$ cat src/rtl/sdram_seq_pkg.sv
package sdram_seq_pkg;
  localparam int MODE_W   = 10;
  localparam int BL_LSB   = 0;
  localparam int TYPE_BIT = 3;
  localparam int CL_LSB   = 4;
  localparam int WBS_BIT  = 9;

  typedef enum logic [2:0] {
    BL_1    = 3'b000,
    BL_2    = 3'b001,
    BL_4    = 3'b010,
    BL_8    = 3'b011,
    BL_PAGE = 3'b111
  } bl_code_e;

  localparam logic [2:0] CL_THREE = 3'b011;
endpackage

$ cat src/rtl/seq_col_gen.sv
module seq_col_gen #(
  parameter int COL_W = 9
) (
  input  logic [COL_W-1:0] start_i,
  input  logic [COL_W-1:0] cnt_i,
  input  logic [COL_W-1:0] mask_i,
  input  logic             ilv_i,
  output logic [COL_W-1:0] col_o
);
  logic [COL_W-1:0] low;

  always_comb begin
    if (ilv_i) low = start_i ^ cnt_i;
    else       low = start_i + cnt_i;
    col_o = (start_i & ~mask_i) | (low & mask_i);
  end
endmodule

$ cat src/rtl/seq_burst_ctrl.sv
module seq_burst_ctrl
  import sdram_seq_pkg::*;
#(
  parameter int COL_W  = 9,
  parameter int BANK_W = 2
) (
  input  logic              clk_i,
  input  logic              rst_ni,
  input  logic              cmd_vld_i,
  input  logic              cmd_wr_i,
  input  logic [COL_W-1:0]  col_i,
  input  logic [BANK_W-1:0] bank_i,
  input  logic              stop_i,
  input  logic [MODE_W-1:0] mode_i,
  output logic              act_o,
  output logic              wr_o,
  output logic [COL_W-1:0]  start_o,
  output logic [COL_W-1:0]  cnt_o,
  output logic [COL_W-1:0]  mask_o,
  output logic              ilv_o,
  output logic              cl3_o,
  output logic [BANK_W-1:0] bank_o
);
  localparam logic [COL_W-1:0] ALL_ONES = {COL_W{1'b1}};
  localparam logic [COL_W-1:0] ONE      = COL_W'(1);

  logic             full_q, full_d;
  logic [COL_W-1:0] mask_d;
  bl_code_e         bl;

  // length decode; single-beat writes override
  always_comb begin
    bl     = bl_code_e'(mode_i[BL_LSB +: 3]);
    full_d = 1'b0;
    unique case (bl)
      BL_2:    mask_d = COL_W'(1);
      BL_4:    mask_d = COL_W'(3);
      BL_8:    mask_d = COL_W'(7);
      BL_PAGE: begin mask_d = ALL_ONES; full_d = 1'b1; end
      default: mask_d = '0;
    endcase
    if (cmd_wr_i && mode_i[WBS_BIT]) begin
      mask_d = '0;
      full_d = 1'b0;
    end
  end

  always_ff @(posedge clk_i or negedge rst_ni) begin
    if (!rst_ni) begin
      act_o   <= 1'b0;
      wr_o    <= 1'b0;
      start_o <= '0;
      cnt_o   <= '0;
      mask_o  <= '0;
      full_q  <= 1'b0;
      ilv_o   <= 1'b0;
      cl3_o   <= 1'b0;
      bank_o  <= '0;
    end else if (cmd_vld_i) begin
      act_o   <= 1'b1;
      wr_o    <= cmd_wr_i;
      start_o <= col_i;
      cnt_o   <= '0;
      mask_o  <= mask_d;
      full_q  <= full_d;
      ilv_o   <= mode_i[TYPE_BIT] & ~full_d;
      cl3_o   <= (mode_i[CL_LSB +: 3] == CL_THREE);
      bank_o  <= bank_i;
    end else if (stop_i) begin
      act_o <= 1'b0;
    end else if (act_o) begin
      if (!full_q && cnt_o == mask_o) act_o <= 1'b0;
      else                            cnt_o <= cnt_o + ONE;
    end
  end
endmodule

$ cat src/rtl/seq_read_pipe.sv
module seq_read_pipe #(
  parameter int LANES = 2
) (
  input  logic             clk_i,
  input  logic             rst_ni,
  input  logic             rd_beat_i,
  input  logic             cl3_i,
  input  logic [LANES-1:0] dqm_i,
  output logic             rd_vld_o,
  output logic [LANES-1:0] rd_oe_o
);
  logic             vld1_q, vld2_q, cl1_q, cl2_q;
  logic [LANES-1:0] msk1_q, msk2_q;

  always_ff @(posedge clk_i or negedge rst_ni) begin
    if (!rst_ni) begin
      vld1_q <= 1'b0;
      vld2_q <= 1'b0;
      cl1_q  <= 1'b0;
      cl2_q  <= 1'b0;
      msk1_q <= '0;
      msk2_q <= '0;
    end else begin
      vld1_q <= rd_beat_i;
      cl1_q  <= cl3_i;
      vld2_q <= vld1_q & cl1_q;
      cl2_q  <= cl1_q;
      msk1_q <= dqm_i;
      msk2_q <= msk1_q;
    end
  end

  // latency 2 taps stage 1, latency 3 taps stage 2
  assign rd_vld_o = (vld1_q & ~cl1_q) | (vld2_q & cl2_q);

  for (genvar g = 0; g < LANES; g++) begin : g_lane
    assign rd_oe_o[g] = rd_vld_o & ~msk2_q[g];
  end
endmodule

$ cat src/rtl/sdram_burst_seq.sv
module sdram_burst_seq
  import sdram_seq_pkg::*;
#(
  parameter int COL_W  = 9,
  parameter int BANK_W = 2,
  parameter int LANES  = 2
) (
  input  logic              clk_i,
  input  logic              rst_ni,
  input  logic              cmd_vld_i,
  input  logic              cmd_wr_i,
  input  logic [COL_W-1:0]  col_i,
  input  logic [BANK_W-1:0] bank_i,
  input  logic              stop_i,
  input  logic [MODE_W-1:0] mode_i,
  input  logic [LANES-1:0]  dqm_i,
  output logic [COL_W-1:0]  col_o,
  output logic [BANK_W-1:0] bank_o,
  output logic              beat_vld_o,
  output logic              beat_wr_o,
  output logic [LANES-1:0]  wr_en_o,
  output logic              rd_vld_o,
  output logic [LANES-1:0]  rd_oe_o
);
  logic             act, wr, ilv, cl3;
  logic [COL_W-1:0] start, cnt, mask;

  seq_burst_ctrl #(.COL_W(COL_W), .BANK_W(BANK_W)) u_ctrl (
    .clk_i, .rst_ni, .cmd_vld_i, .cmd_wr_i, .col_i, .bank_i, .stop_i, .mode_i,
    .act_o(act), .wr_o(wr), .start_o(start), .cnt_o(cnt), .mask_o(mask),
    .ilv_o(ilv), .cl3_o(cl3), .bank_o(bank_o)
  );

  seq_col_gen #(.COL_W(COL_W)) u_col (
    .start_i(start), .cnt_i(cnt), .mask_i(mask), .ilv_i(ilv), .col_o(col_o)
  );

  seq_read_pipe #(.LANES(LANES)) u_rd (
    .clk_i, .rst_ni, .rd_beat_i(act & ~wr), .cl3_i(cl3), .dqm_i,
    .rd_vld_o, .rd_oe_o
  );

  assign beat_vld_o = act;
  assign beat_wr_o  = act & wr;

  // write mask acts in the same cycle
  for (genvar g = 0; g < LANES; g++) begin : g_wlane
    assign wr_en_o[g] = act & wr & ~dqm_i[g];
  end
endmodule

$ cat config.mk
export PLATFORM = sky130hd
export DESIGN_NAME = sdram_burst_seq
export DESIGN_NICKNAME = d
export VERILOG_FILES = /design/src/rtl/sdram_seq_pkg.sv /design/src/rtl/seq_col_gen.sv /design/src/rtl/seq_burst_ctrl.sv /design/src/rtl/seq_read_pipe.sv /design/src/rtl/sdram_burst_seq.sv
export SDC_FILE = /design/constraint.sdc
export NUM_CORES = 1
export LEC_CHECK = 0
export ABC_AREA = 0
export BUFFER_PORTS_ARGS = -buffer_cell sky130_fd_sc_hd__buf_2
export CAP_MARGIN = 40
export CORE_ASPECT_RATIO = 1.1
export CORE_UTILIZATION = 49
export CTS_BUF_LIST = sky130_fd_sc_hd__clkbuf_4 sky130_fd_sc_hd__clkbuf_8 sky130_fd_sc_hd__clkbuf_16
export DETAILED_ROUTE_END_ITERATION = 7
export GPL_ROUTABILITY_DRIVEN = 1
export PLACE_DENSITY_LB_ADDON = 0.12
export RECOVER_POWER = 25
export SYNTH_ARGS = -nofsm -noshare
export SYNTH_HDL_FRONTEND = slang
export SYNTH_HIERARCHICAL = 1
export SYNTH_SLANG_ARGS = --single-unit
$ cat constraint.sdc
create_clock -name clk_i -period 2.6 [get_ports clk_i]
set_clock_uncertainty 0.1 [all_clocks]
set_input_delay 0.52 -clock clk_i [delete_from_list [all_inputs] [get_ports clk_i]]
set_output_delay 0.52 -clock clk_i [all_outputs]
set_load 0.02 [all_outputs]
==> results.toml <==
[setup_path]
r2r_cells = 6
ff2ff_setup_slack_ns = 0.50
crit_chain = "ha_2 > inv_2 > fa_2 > nand2b_4 > a211oi_4 > a21oi_1 > o211ai_1 > xor2_2 > buf_4"
r2r_start = "u_ctrl/cnt_o[4]"
arrival_ns = 2.34
slowest_delay_ns = 0.36
cp_max_fo = 4
critPathLaunchType = "flip-flop"
r2r-end = "u_ctrl/cnt_o[0]"
path_class = "reg -> out"
cp_slowest_cell = "dfrtp_1"
end_kind = "output port"
critPathRequiredTime_ns = 1.98

[clock_network]
insertion_delay_ns = 0.28
clock_sinks = 37
cts_tree = "built"
path_clk_slew_ns = 0.07
cts_root_buf = "clkbuf_8"
clock_path_buffers = 2
cts_hold_buf = 0
cts-htree-levels = 2
cts_buffers = 5

[power]
seqPwrFrac_pct = 43.3
power_density_nw_per_um2 = 540
intPower_uw = 1100
combinationalPowerShare_pct = 22.9
p_total_uw = 1520
p_sw_uw = 418
clockPowerShare_pct = 33.8
swShare_pct = 27.6
leakage_uw = 0.00125
ir_worst_vdd_uv = 443

[grt]
track_usage_pct = 20.7
grt_max_degree = 22
antenna_found_initial = 0
grt_pass1_wl_mm = 7.45
grt_pass1_vias = 1641
grt-ovfl-total = 0

[timing]
finalSetupViolations = 5
max_freq_mhz = 338
setup_ws_ns = -0.357
relSlewSlack_pct = 27.2
period_minus_slack_ns = 2.96
drv_slew = 0
period_share_pct = 114
hold_viol_final = 0
setup-tns-final_ns = -0.968
worst_slew_pin_slew_ns = 1.09
rsz0062_at_grt = "true"

[logic_synthesis]
synthCells = 212
synthesis.area_um2 = 2190
ys_async_sr_fraction_pct = 100
synth_cell_type_count = 49
syn_nets = 250
synth.avg_cell_area_um2 = 10.3
seq_area_frac_synth_pct = 42.3
synth-edff-count = 0
synth_warnings = 6
synth_ff_type = "dfrtp_1"
synth-seq-cells = 37

[detailed_routing]
drc_errors = 0
drt_iter0_markers = 61
ant_nets = 0
wl_per_cell_um = 13.3
drtPass1Iterations = 4
via_per_inst = 5.35
wl_mm = 4.32
vias = 1735

[floorplanning]
core_um2 = 4290
die_h_um = 72.1
io_pins = 46
die-area_um2 = 4740
start_util_pct = 51.1
rows = 25
dieWidth_um = 65.7

[layout]
n_antenna_cell = 0
nFillCells = 367
regArea_um2 = 926
instances_no_fill = 324
multi_input_area_um2 = 1260
utilization_pct = 65.6
drive_gt1_share_pct = 43.0
areaGrowthSynthToFinish_pct = 28.4
nNetsFinal = 307

[worst_hold_path]
min_path_cells = 0
min_to = "u_rd/msk2_q[1]"
min_path_type = "reg -> reg"
min-delay-start = "u_rd/msk1_q[1]"

[run]
drv_cap = 0

[outcome]
status = "finished, violations left"
violations = "setup timing"

[place]
portBuffers = 43
dp_cells = 313
gp_congestion = 0.787
pre_cts_ws_ns = -0.101
hpwlAfterDp_mm = 3.14
==> power groups by stage <==
stage          Combinational (uW)  Clock (uW)  Sequential (uW)
3_3_place_gp                  309           0              664
4_1_cts                       349         534              657
6_report                      347         513              657
2_1_floorplan                 220           0              659
5_1_grt                       384         559              662
3_5_place_dp                  320           0              665
==> sequential cells by signal, summed over array words and instances (netlist names), 2 cells and up <==
register and count:
u_ctrl/bank_o 2, u_ctrl/mask_o 4, u_rd/msk1_q 2, u_rd/msk2_q 2, u_ctrl/cnt_o 9, u_ctrl/start_o 9
==> kinds of logic (layout without fill, tap and decap cells) <==
kind of cell | Yosys count | in the layout | share of synthesized area (%)
simple gates | 71 | 71 | 18.9
compound gates | 41 | 41 | 12.7
flops | 37 | 37 | 42.3
buf+inv | 22 | 80 | 5.14
mux | 21 | 21 | 10.9
fa+ha+maj | 10 | 10 | 6.06
xor+xnor | 10 | 10 | 4.00
==> cells in the mapped netlist (all sizes together) (5+ instances only) <==
| cell type | number | area [um2] |
|---|---|---|
| nand3 | 5 | 25.0 |
| nor2 | 16 | 62.6 |
| nand4 | 5 | 31.3 |
| ha | 9 | 113 |
| o21ai | 11 | 55.1 |
| dfrtp | 37 | 926 |
| xnor2 | 9 | 78.8 |
| nand2 | 11 | 41.3 |
| a21oi | 13 | 68.8 |
| buf | 7 | 56.3 |
| nand2b | 7 | 51.3 |
| mux2 | 20 | 229 |
| inv | 11 | 41.3 |
==> worst max path at each step <==
stage               depth (start not counted)         startpoint       end
floorplan                                   8    u_ctrl/cnt_o[0]  col_o[8]
global placement                            9    u_ctrl/cnt_o[0]  col_o[8]
detailed placement                          9    u_ctrl/cnt_o[0]  col_o[8]
CTS                                         9  u_ctrl/start_o[0]  col_o[8]
global route                                9    u_ctrl/cnt_o[0]  col_o[8]
finish                                      9  u_ctrl/start_o[0]  col_o[8]
==> timing repair <==
| item | CTS | global route |
|---|---|---|
| gates resized for setup | 17 | 1 |
| pin swaps | 14 | 2 |
| endpoints found under the setup margin | 5 | 5 |
| buffers inserted | 3 | 0 |
==> metal layers <==
| metal | part of all wire, % | track usage, % | vias to the layer above |
|---|---|---|---|
| met5 | 0 | 0 | - |
| met1 | 46 | 26.7 | 832 |
| li1 | - | - | 864 |
| met3 | 3.0 | 3.77 | 4 |
| met4 | 0.58 | 6.52 | 0 |
| met2 | 51 | 34.8 | 35 |
==> cell type report <==
| class | count | area share [%] |
|---|---|---|
| multi-input combinational | 153 | 44.7 |
| timing repair buffer | 61 | 14.2 |
| clock inverter | 2 | 1.34 |
| sequential | 37 | 32.9 |
| tap | 54 | 2.40 |
| inverter | 11 | 1.47 |
| clock buffer | 6 | 2.94 |
==> per-stage QoR <==
stage | area [um2] | hold WS, ns
floorplan | 2220 | 0.124
global placement | 2540 | 0.232
detailed placement | 2560 | 0.235
CTS | 2810 | 0.0770
global route | 2810 | 0.237
finish | 2810 | 0.250
==> cell usage in the layout (no fill, tap or decap), drive strengths merged, types with 3 or more instances in the layout <==
cell and count:
nand4 5, buf 60, a211oi 4, nor2 16
dfrtp 37, o31ai 4, mux2 20, xnor2 9
inv 11, nor2b 3, and2 4, nor3 3
nand2b 7, nand2 11, a21oi 13, ha 9
or4 4, clkbuf 7, nand3 5, o21ai 11
and3b 3
==> critical path: cells and delay by family, from the launching register on <==
kind | cells | cell delay (ns)
compound gates | 3 | 0.68
xor+xnor | 1 | 0.16
fa+ha+maj | 2 | 0.53
buf+inv | 2 | 0.19
flops | 1 | 0.36
simple gates | 1 | 0.15
Note: power is estimated with default switching activity, not from simulation.
